## src/rtl/gpc_pkg.sv

```systemverilog
// Package: shared sizes for the generalized parallel counter slice.
// Assumes three adjacent columns and a 5-bit weighted total.
package gpc_pkg;
    localparam int N_IN       = 16;               // physical data bits
    localparam int N_RANK     = 3;                // columns: weights 1,2,4
    localparam int KW         = $clog2(N_IN + 1); // length field width
    localparam int SW         = KW + 2;           // start offset width
    localparam int MAX_WEIGHT = 31;               // largest permitted total
    localparam int CNT_W      = $clog2(MAX_WEIGHT + 1);
    localparam int HALF_W     = 3;                // bits per result half
    localparam int RES_W      = 2 * HALF_W;
    localparam int WSEL_W     = 2;                // result width select
    localparam int BIG_W      = KW + N_RANK + 1;  // room for unchecked sums
endpackage

```

## src/rtl/gpc_cfg_check.sv

```systemverilog
// Module: gpc_cfg_check
// Decides whether the requested column split is legal and derives the
// first data position of each column. Assumes column r has weight 2^r and
// that columns are packed upward from data bit 0 with no gaps.
module gpc_cfg_check
    import gpc_pkg::*;
#(
    parameter int P_N_IN   = N_IN,
    parameter int P_RANK   = N_RANK,
    parameter int P_KW     = KW,
    parameter int P_SW     = SW,
    parameter int P_BIG_W  = BIG_W,
    parameter int P_MAXW   = MAX_WEIGHT,
    parameter int P_WSEL_W = WSEL_W
) (
    input  logic [P_RANK-1:0][P_KW-1:0] len_i,
    input  logic [P_WSEL_W-1:0]         width_i,
    output logic [P_RANK-1:0][P_SW-1:0] start_o,
    output logic                        legal_o
);
    logic [P_BIG_W-1:0] bits_used;
    logic [P_BIG_W-1:0] weight_used;

    // Running start offsets: each column begins where the previous ends.
    always_comb begin
        start_o[0] = '0;
        for (int r = 1; r < P_RANK; r++) begin
            start_o[r] = start_o[r-1] + P_SW'(len_i[r-1]);
        end
    end

    // Total bit count and maximum weighted total of the shape.
    always_comb begin
        bits_used   = '0;
        weight_used = '0;
        for (int r = 0; r < P_RANK; r++) begin
            bits_used   = bits_used + P_BIG_W'(len_i[r]);
            weight_used = weight_used + (P_BIG_W'(len_i[r]) << r);
        end
    end

    // Shape is usable only inside both limits and with a nonzero width.
    always_comb begin
        legal_o = (bits_used <= P_BIG_W'(P_N_IN)) &&
                  (weight_used <= P_BIG_W'(P_MAXW)) &&
                  (width_i != '0);
    end
endmodule

```

## src/rtl/gpc_rank_select.sv

```systemverilog
// Module: gpc_rank_select
// Picks the data bits that belong to one column (a window of len bits
// starting at start) and counts the ones among them. Assumes the window
// may run past the top data bit; positions beyond it simply do not exist.
module gpc_rank_select
    import gpc_pkg::*;
#(
    parameter int P_N_IN = N_IN,
    parameter int P_KW   = KW,
    parameter int P_SW   = SW
) (
    input  logic [P_N_IN-1:0] data_i,
    input  logic [P_SW-1:0]   start_i,
    input  logic [P_KW-1:0]   len_i,
    output logic [P_KW-1:0]   ones_o
);
    logic [P_N_IN-1:0] window;
    logic [P_SW-1:0]   stop;

    // Exclusive upper bound of the column window.
    always_comb stop = start_i + P_SW'(len_i);

    // Per-position membership of the window.
    always_comb begin
        for (int i = 0; i < P_N_IN; i++) begin
            window[i] = (P_SW'(i) >= start_i) && (P_SW'(i) < stop);
        end
    end

    // Population count of the selected bits.
    always_comb begin
        ones_o = '0;
        for (int i = 0; i < P_N_IN; i++) begin
            ones_o = ones_o + P_KW'(data_i[i] & window[i]);
        end
    end
endmodule

```

## src/rtl/gpc_out_format.sv

```systemverilog
// Module: gpc_out_format
// Weights the column counts, forms the total, and lays out the result
// port in added or carry-save form. Assumes the top column is the carry
// half in carry-save form and that a legal shape keeps the total within
// P_CNT_W bits.
module gpc_out_format
    import gpc_pkg::*;
#(
    parameter int P_RANK   = N_RANK,
    parameter int P_KW     = KW,
    parameter int P_CNT_W  = CNT_W,
    parameter int P_HALF_W = HALF_W,
    parameter int P_RES_W  = RES_W,
    parameter int P_WSEL_W = WSEL_W
) (
    input  logic [P_RANK-1:0][P_KW-1:0] ones_i,
    input  logic [P_WSEL_W-1:0]         width_i,
    input  logic                        bypass_i,
    input  logic                        legal_i,
    output logic [P_CNT_W-1:0]          count_o,
    output logic [P_RES_W-1:0]          result_o
);
    logic [P_CNT_W-1:0]  sum_vec;
    logic [P_CNT_W-1:0]  carry_vec;
    logic [P_CNT_W-1:0]  total;
    logic [P_HALF_W-1:0] keep;

    // Lower columns form the sum half; the top column forms the carry half.
    always_comb begin
        sum_vec = '0;
        for (int r = 0; r < P_RANK - 1; r++) begin
            sum_vec = sum_vec + (P_CNT_W'(ones_i[r]) << r);
        end
        carry_vec = P_CNT_W'(ones_i[P_RANK-1]) << (P_RANK - 1);
        total     = sum_vec + carry_vec;
    end

    // Keep mask for the selected number of bits per half.
    always_comb begin
        for (int b = 0; b < P_HALF_W; b++) begin
            keep[b] = (P_WSEL_W'(b) < width_i);
        end
    end

    // Output selection; an illegal shape forces everything to zero.
    always_comb begin
        count_o  = '0;
        result_o = '0;
        if (legal_i) begin
            count_o = total;
            if (bypass_i) begin
                result_o = {carry_vec[P_HALF_W-1:0] & keep,
                            sum_vec[P_HALF_W-1:0] & keep};
            end else begin
                result_o = {{P_HALF_W{1'b0}}, total[P_HALF_W-1:0] & keep};
            end
        end
    end
endmodule

```

## src/rtl/gpc_counter_slice.sv

```systemverilog
// Module: gpc_counter_slice
// Programmable generalized parallel counter for three adjacent columns,
// with an optional added or carry-save result and one register stage.
// Assumes a synchronous active-low reset and inputs that are stable
// around the rising edge.
module gpc_counter_slice
    import gpc_pkg::*;
(
    input  logic              clk,
    input  logic              rst_n,
    input  logic [N_IN-1:0]   data_i,
    input  logic [KW-1:0]     len0_i,
    input  logic [KW-1:0]     len1_i,
    input  logic [KW-1:0]     len2_i,
    input  logic [WSEL_W-1:0] width_i,
    input  logic              bypass_i,
    output logic [CNT_W-1:0]  count_o,
    output logic [RES_W-1:0]  result_o,
    output logic              cfg_err_o
);
    logic [N_RANK-1:0][KW-1:0] len_vec;
    logic [N_RANK-1:0][SW-1:0] start_vec;
    logic [N_RANK-1:0][KW-1:0] ones_vec;
    logic                      cfg_legal;
    logic [CNT_W-1:0]          count_d;
    logic [RES_W-1:0]          result_d;

    // Gather the per-column lengths into one vector.
    always_comb len_vec = {len2_i, len1_i, len0_i};

    gpc_cfg_check u_cfg (
        .len_i   (len_vec),
        .width_i (width_i),
        .start_o (start_vec),
        .legal_o (cfg_legal)
    );

    for (genvar r = 0; r < N_RANK; r++) begin : g_rank
        gpc_rank_select u_sel (
            .data_i  (data_i),
            .start_i (start_vec[r]),
            .len_i   (len_vec[r]),
            .ones_o  (ones_vec[r])
        );

        // A column never counts more ones than its configured length.
        AST_RANK_WITHIN_LEN: assert property (@(posedge clk) disable iff (!rst_n)
            ones_vec[r] <= len_vec[r]);
    end

    gpc_out_format u_fmt (
        .ones_i   (ones_vec),
        .width_i  (width_i),
        .bypass_i (bypass_i),
        .legal_i  (cfg_legal),
        .count_o  (count_d),
        .result_o (result_d)
    );

    // Output register stage with synchronous reset.
    always_ff @(posedge clk) begin
        if (!rst_n) begin
            count_o   <= '0;
            result_o  <= '0;
            cfg_err_o <= 1'b0;
        end else begin
            count_o   <= count_d;
            result_o  <= result_d;
            cfg_err_o <= !cfg_legal;
        end
    end

    AST_RESET_CLEARS: assert property (@(posedge clk)
        !rst_n |=> (count_o == '0 && result_o == '0 && !cfg_err_o));

    AST_ERR_ZEROES: assert property (@(posedge clk) disable iff (!rst_n)
        cfg_err_o |-> (count_o == '0 && result_o == '0));

    AST_ADDED_UPPER_ZERO: assert property (@(posedge clk) disable iff (!rst_n)
        (cfg_legal && !bypass_i) |=> (result_o[RES_W-1:HALF_W] == '0));

    AST_ADDED_MATCH: assert property (@(posedge clk) disable iff (!rst_n)
        (cfg_legal && !bypass_i && width_i == 2'd3)
        |=> (result_o[HALF_W-1:0] == count_o[HALF_W-1:0]));

    AST_CARRY_SAVE_SUM: assert property (@(posedge clk) disable iff (!rst_n)
        (cfg_legal && bypass_i && width_i == 2'd3)
        |=> (HALF_W'(result_o[HALF_W-1:0] + result_o[RES_W-1:HALF_W])
             == count_o[HALF_W-1:0]));
endmodule

```

## config.mk

```make
export PLATFORM = sky130hd
export DESIGN_NAME = gpc_counter_slice
export DESIGN_NICKNAME = d
export VERILOG_FILES = /design/src/rtl/gpc_pkg.sv /design/src/rtl/gpc_cfg_check.sv /design/src/rtl/gpc_rank_select.sv /design/src/rtl/gpc_out_format.sv /design/src/rtl/gpc_counter_slice.sv
export SDC_FILE = /design/constraint.sdc
export NUM_CORES = 1
export LEC_CHECK = 0
export BUFFER_PORTS_ARGS = -buffer_cell sky130_fd_sc_hd__buf_2
export CORE_AREA = 2 2 95 97
export DETAILED_ROUTE_END_ITERATION = 8
export DIE_AREA = 0 0 97 99
export MAX_ROUTING_LAYER = met4
export PLACE_DENSITY = 0.49
export SYNTH_ARGS = -nofsm -noshare
export SYNTH_HDL_FRONTEND = slang
export SYNTH_SLANG_ARGS = --single-unit
```

## constraint.sdc

```tcl
create_clock -name clk -period 18.8 [get_ports clk]
set_input_delay 2.82 -clock clk [delete_from_list [all_inputs] [get_ports clk]]
set_output_delay 2.82 -clock clk [all_outputs]
set_load 0.03 [all_outputs]
```

Yosys cells after proc, flatten, opt, wreduce, memory -nomap -nowiden

Cells that the tools add are included.

Add/sub/neg operators: 53
$lt $le $gt $ge: 85
Mux-type cells: 1
Bitwise gates (word level): 51
Reductions and logical operators: 38

Operators by type and width:

| cell                 | number |
|---|---|
| $add A5 B5 Y5        | 17 |
| $add A4 B4 Y4        | 15 |
| $lt A4 B7 Y1 const A | 8 |
| $and A1 B1 Y1        | 48 |
| $ge A4 B6 Y1 const A | 8 |
| $lt A4 B6 Y1 const A | 8 |
| $add A3 B3 Y3        | 15 |
| $ge A4 B5 Y1 const A | 8 |
| $lt A4 B5 Y1 const A | 8 |
| $logic_and A1 B1 Y1  | 34 |
| $lt A3 B7 Y1 const A | 4 |
| $ge A3 B6 Y1 const A | 4 |
| $lt A3 B6 Y1 const A | 4 |
| $ge A3 B5 Y1 const A | 4 |
| $lt A3 B5 Y1 const A | 4 |
| $le A9 B5 Y1 const B | 2 |
| $lt A1 B7 Y1 const A | 2 |
| $lt A2 B7 Y1 const A | 2 |
| $add A5 B5 Y6        | 2 |
| $ge A1 B6 Y1 const A | 2 |
| $ge A2 B6 Y1 const A | 2 |
| $lt A1 B6 Y1 const A | 2 |
| $lt A2 B6 Y1 const A | 2 |
| $ge A1 B5 Y1 const A | 2 |
| 15 further kinds     | 21 |

Register bits: 12
Output and inout port bits: 12
Word-level logic and storage cells: 232

Depth between registers and ports, before layout

Depth in word-level cells: 23
Mapped depth: 33
Gate-level depth less buffers: 33

By module

Synthesis repeated with hierarchy kept, for this count alone.

Cell total of the unflattened synthesis: 477
Area total of the unflattened synthesis: 4,216.5 µm²

Modules (own cells, without submodules):

| module            | times used | cells an instance | area an instance (µm²) | sequential area each (µm²) |
|---|---|---|---|---|
| gpc_rank_select   | 3          | 115               | 959.7                  | 0.0 |
| gpc_cfg_check     | 1          | 78                | 767.0                  | 0.0 |
| gpc_counter_slice | 1          | 25                | 326.6                  | 240.2 |
| gpc_out_format    | 1          | 29                | 244.0                  | 0.0 |

Least setup slack after synthesis

Ideal clock, no wire load.

Path type: input-to-reg
Start: input len0_i[1]
End: register count_o[4]
Data arrival time: 10.408 ns
Data required time: 18.684 ns
Slack: 8.277 ns
Cell stages on the path: 29
Buffers on the path: 1
Path through: clkbuf_1 inv_1 fa_1 nor2b_1 nor4b_1 mux2i_1 nor2_1 a211o_1 fa_1 fa_1 fa_1 inv_1 fa_1 ha_1 ha_1 inv_1 fa_1 fa_1 inv_1 fa_1 xor2_1 ha_1 inv_1 fa_1 xor2_1 xnor2_1 xnor2_1 xnor2_1 and3_1

Word-level cells in the longest chain between the ends: 21

Ends and longest elaborated chain:

| item                                                  | line                    | text |
|---|---|---|
| from (decl)                                           | gpc_counter_slice.sv:12 | `input logic [KW-1:0] len0_i,` |
| branches (longest 21 deep; another with $lt A1 B5 Y1) | n/a                     |  |
| to (signal assigned)                                  | gpc_counter_slice.sv:67 | `count_o <= count_d;` |
| to (decl)                                             | gpc_counter_slice.sv:17 | `output logic [CNT_W-1:0] count_o,` |

Several ways; the timed one is not identified.
A chain may end at the register's enable or synchronous reset.

Worst setup path after layout

Start: input len0_i[0]
End: register count_o[4]

The elaborated chain is that of the path after synthesis.

==> results.cfg <==
[run_status]
outcome = finished clean

[timing]
fin_hold_ws_ns = 2.87
grt_setup_unrepaired = false
tns_ns = 0
fin_crit_sh_pct = 57.7
slew_headroom_pct = 48.3
layout_min_cycle_time_ns = 10.84
setup_viol = 0
tightest_slew_ns = 0.754
slew_violations = 0
setup_ws_ns = 7.96
finalHoldViolations = 0
fmax_ghz = 0.0922

[floorplan]
fp.dieH_um = 99
start_util_pct = 34.3
coreArea_sq_um = 8550
boundaryPins = 48
die_w_um = 97
rows = 34
dieArea_sq_um = 9600

[clock_tree]
cts_buffer_depth = 2
cts_resized = 0
cts_buffers = 3
clock-root-buffer = clkbuf_8
postCtsSetupBuffers = 0
clkSlewWorstSetupHoldPaths_ns = 0.04
cts_sinks = 10
cts-hold-fix-buffers = 0
htreeDepth = 1
cts_tree = built

[worst_setup_path]
crit_fanout = 10
worst_path_most_repeated_cell = fa_1
critPathSlowestCell = mux2i_1
cp_top_family = adder cells
crit_path_max_incr_delay_ns = 0.58
startpoint_type = input port
required_ns = 18.92
worst-setup-path-type = in -> reg
arrival_ns = 10.96
cp-end-kind = flip-flop
worst-path-buf-inv = 6

[min_path]
hold_path_class = in -> reg

[synthesis]
synth_edf_count = 0
synth_seq_cells = 10
synth_cells = 350
avgSynthCellArea_sq_um = 8.38
syn_area_sq_um = 2930
ys.flop_type = dfxtp_1
synthArstFlopShare_pct = 0
yosysWarnings = 0
synth.distinct_cells = 57
synth_seq_area_share_pct = 6.82

[routing]
maxUsedRoutingLayer = met4
drt_pre_antenna_iters = 6
met3_length_um = 315
drcViolationCount = 0
wl_per_cell_um = 15.8
drt.antenna.violating_nets = 0
vias_per_cell = 5.15
wl_mm = 7.88
drtIter0Drc = 104
wl_met2_mm = 3.89
vias = 2572
wl_met1_mm = 3.63

[final_layout]
final_common_cell = inv_1
area_growth_pct = 12.3
nFillCells = 922
final_cell_mix = inv_1, buf_2, fa_1, ha_1, nand2_1
final_cells = 499
drive_above_1_share_pct = 15.3
nets = 500
antennaDiodeCount = 0

[placed_design]
dp_slack_ns = 7.72
routabilityCongestion = 0.898
placed_cells = 496
hpwlAfterDp_mm = 6.99
port_buffers = 45

[global_routing]
antenna_found_initial = 0
grt_max_degree = 14
grt_pass1_vias = 2729
grt_pass1_wl_mm = 13.6
grt_use_total_pct = 18.1
globalRouteOverflowTotal = 0

[job]
maxCapViolations = 0

[pwr]
leakage_nw = 1.67
power_w = 0.000324
ir_drop_v = 0.0000835
pwr_density_cell_nw_per_um2 = 98.2
stage by stage:
| step | area (sq um) | utilization (%) |
|---|---|---|
| final | 3290 | 38.5 |
| after global routing | 3290 | 38.5 |
| after CTS | 3290 | 38.5 |
| after detailed placement | 3250 | 38.0 |
| after global placement | 3250 | 38.0 |
| after floorplan | 2940 | - |
layout make-up:
| class | count | area, sq um | share of cell area, % |
|---|---|---|---|
| sequential | 10 | 200 | 6.08 |
| tap | 108 | 135 | 4.10 |
| timing repair buffer | 45 | 225 | 6.84 |
| inverter | 55 | 206 | 6.27 |
| multi-input combinational | 278 | 2490 | 75.5 |
| clock buffer | 3 | 41.3 | 1.25 |
report_power, final:
group / switching, W / leakage, nW / internal (W)
registers: 0.000000133 / 0.0809 / 0.0000221
logic: 0.000161 / 1.57 / 0.000120
clock network: 0.00000675 / 0.0216 / 0.0000139
path summary, 6_finish.rpt:
| check | from | end | slack (ns) | cells past startpoint |
|---|---|---|---|---|
| max | len0_i[0] | count_o[4] | 7.96 | 30 |
| min | width_i[0] | result_o[5] | 2.87 | 2 |
registers in the layout, summed over array words and instances, names as in the netlist:
signal and count:
count_o 5, result_o 4, cfg_err_o 1
per-layer routing:
metal  GRT usage (%)  vias to the layer above
li1                -                     1268
met1            23.7                     1228
met2            31.8                       70
met3            1.06                        6
met4            2.28                        0
met5               -                        -
synthesized netlist by cell type, types with 2 or more instances:
| cell type | n | share of area, % |
|---|---|---|
| nor3_1 | 6 | 1.0 |
| nor3b_1 | 4 | 1.0 |
| nor2b_1 | 7 | 1.5 |
| buf_4 | 2 | 0.51 |
| a21o_1 | 11 | 2.8 |
| xor2_1 | 8 | 2.4 |
| and3_1 | 11 | 2.3 |
| or3b_1 | 2 | 0.60 |
| o211a_1 | 2 | 0.68 |
| dfxtp_1 | 10 | 6.8 |
| or3_1 | 3 | 0.64 |
| nand2_1 | 26 | 3.3 |
| o21ai_0 | 9 | 1.5 |
| nand2b_1 | 4 | 0.85 |
| fa_1 | 36 | 25 |
| ha_1 | 35 | 15 |
| a21oi_1 | 21 | 3.6 |
| nand3_1 | 7 | 1.2 |
| and2_1 | 2 | 0.43 |
| clkbuf_1 | 5 | 0.64 |
| a211oi_1 | 3 | 0.77 |
| nand3b_1 | 3 | 0.77 |
| o311a_1 | 2 | 0.68 |
| inv_1 | 53 | 6.8 |
| inv_2 | 2 | 0.26 |
| o211ai_1 | 5 | 1.3 |
| mux2i_1 | 3 | 1.0 |
| and4_1 | 2 | 0.60 |
| nor2_1 | 25 | 3.2 |
| o2111ai_1 | 4 | 1.2 |
| xnor2_1 | 10 | 3.0 |
| o21a_1 | 2 | 0.51 |
cell families (layout without fill, tap and decap cells):
| kind of cell | after synthesis | count (layout) | share of synthesized area (%) |
|---|---|---|---|
| compound gates | 71 | 71 | 17.4 |
| xor+xnor | 19 | 19 | 5.93 |
| fa+ha+maj | 71 | 71 | 39.5 |
| buf+inv | 63 | 103 | 8.57 |
| flops | 10 | 10 | 6.82 |
| mux | 4 | 4 | 1.49 |
| other cells | 1 | 2 | 0.128 |
| simple gates | 111 | 111 | 20.1 |
No activity file was read; power rests on OpenSTA's default activity.
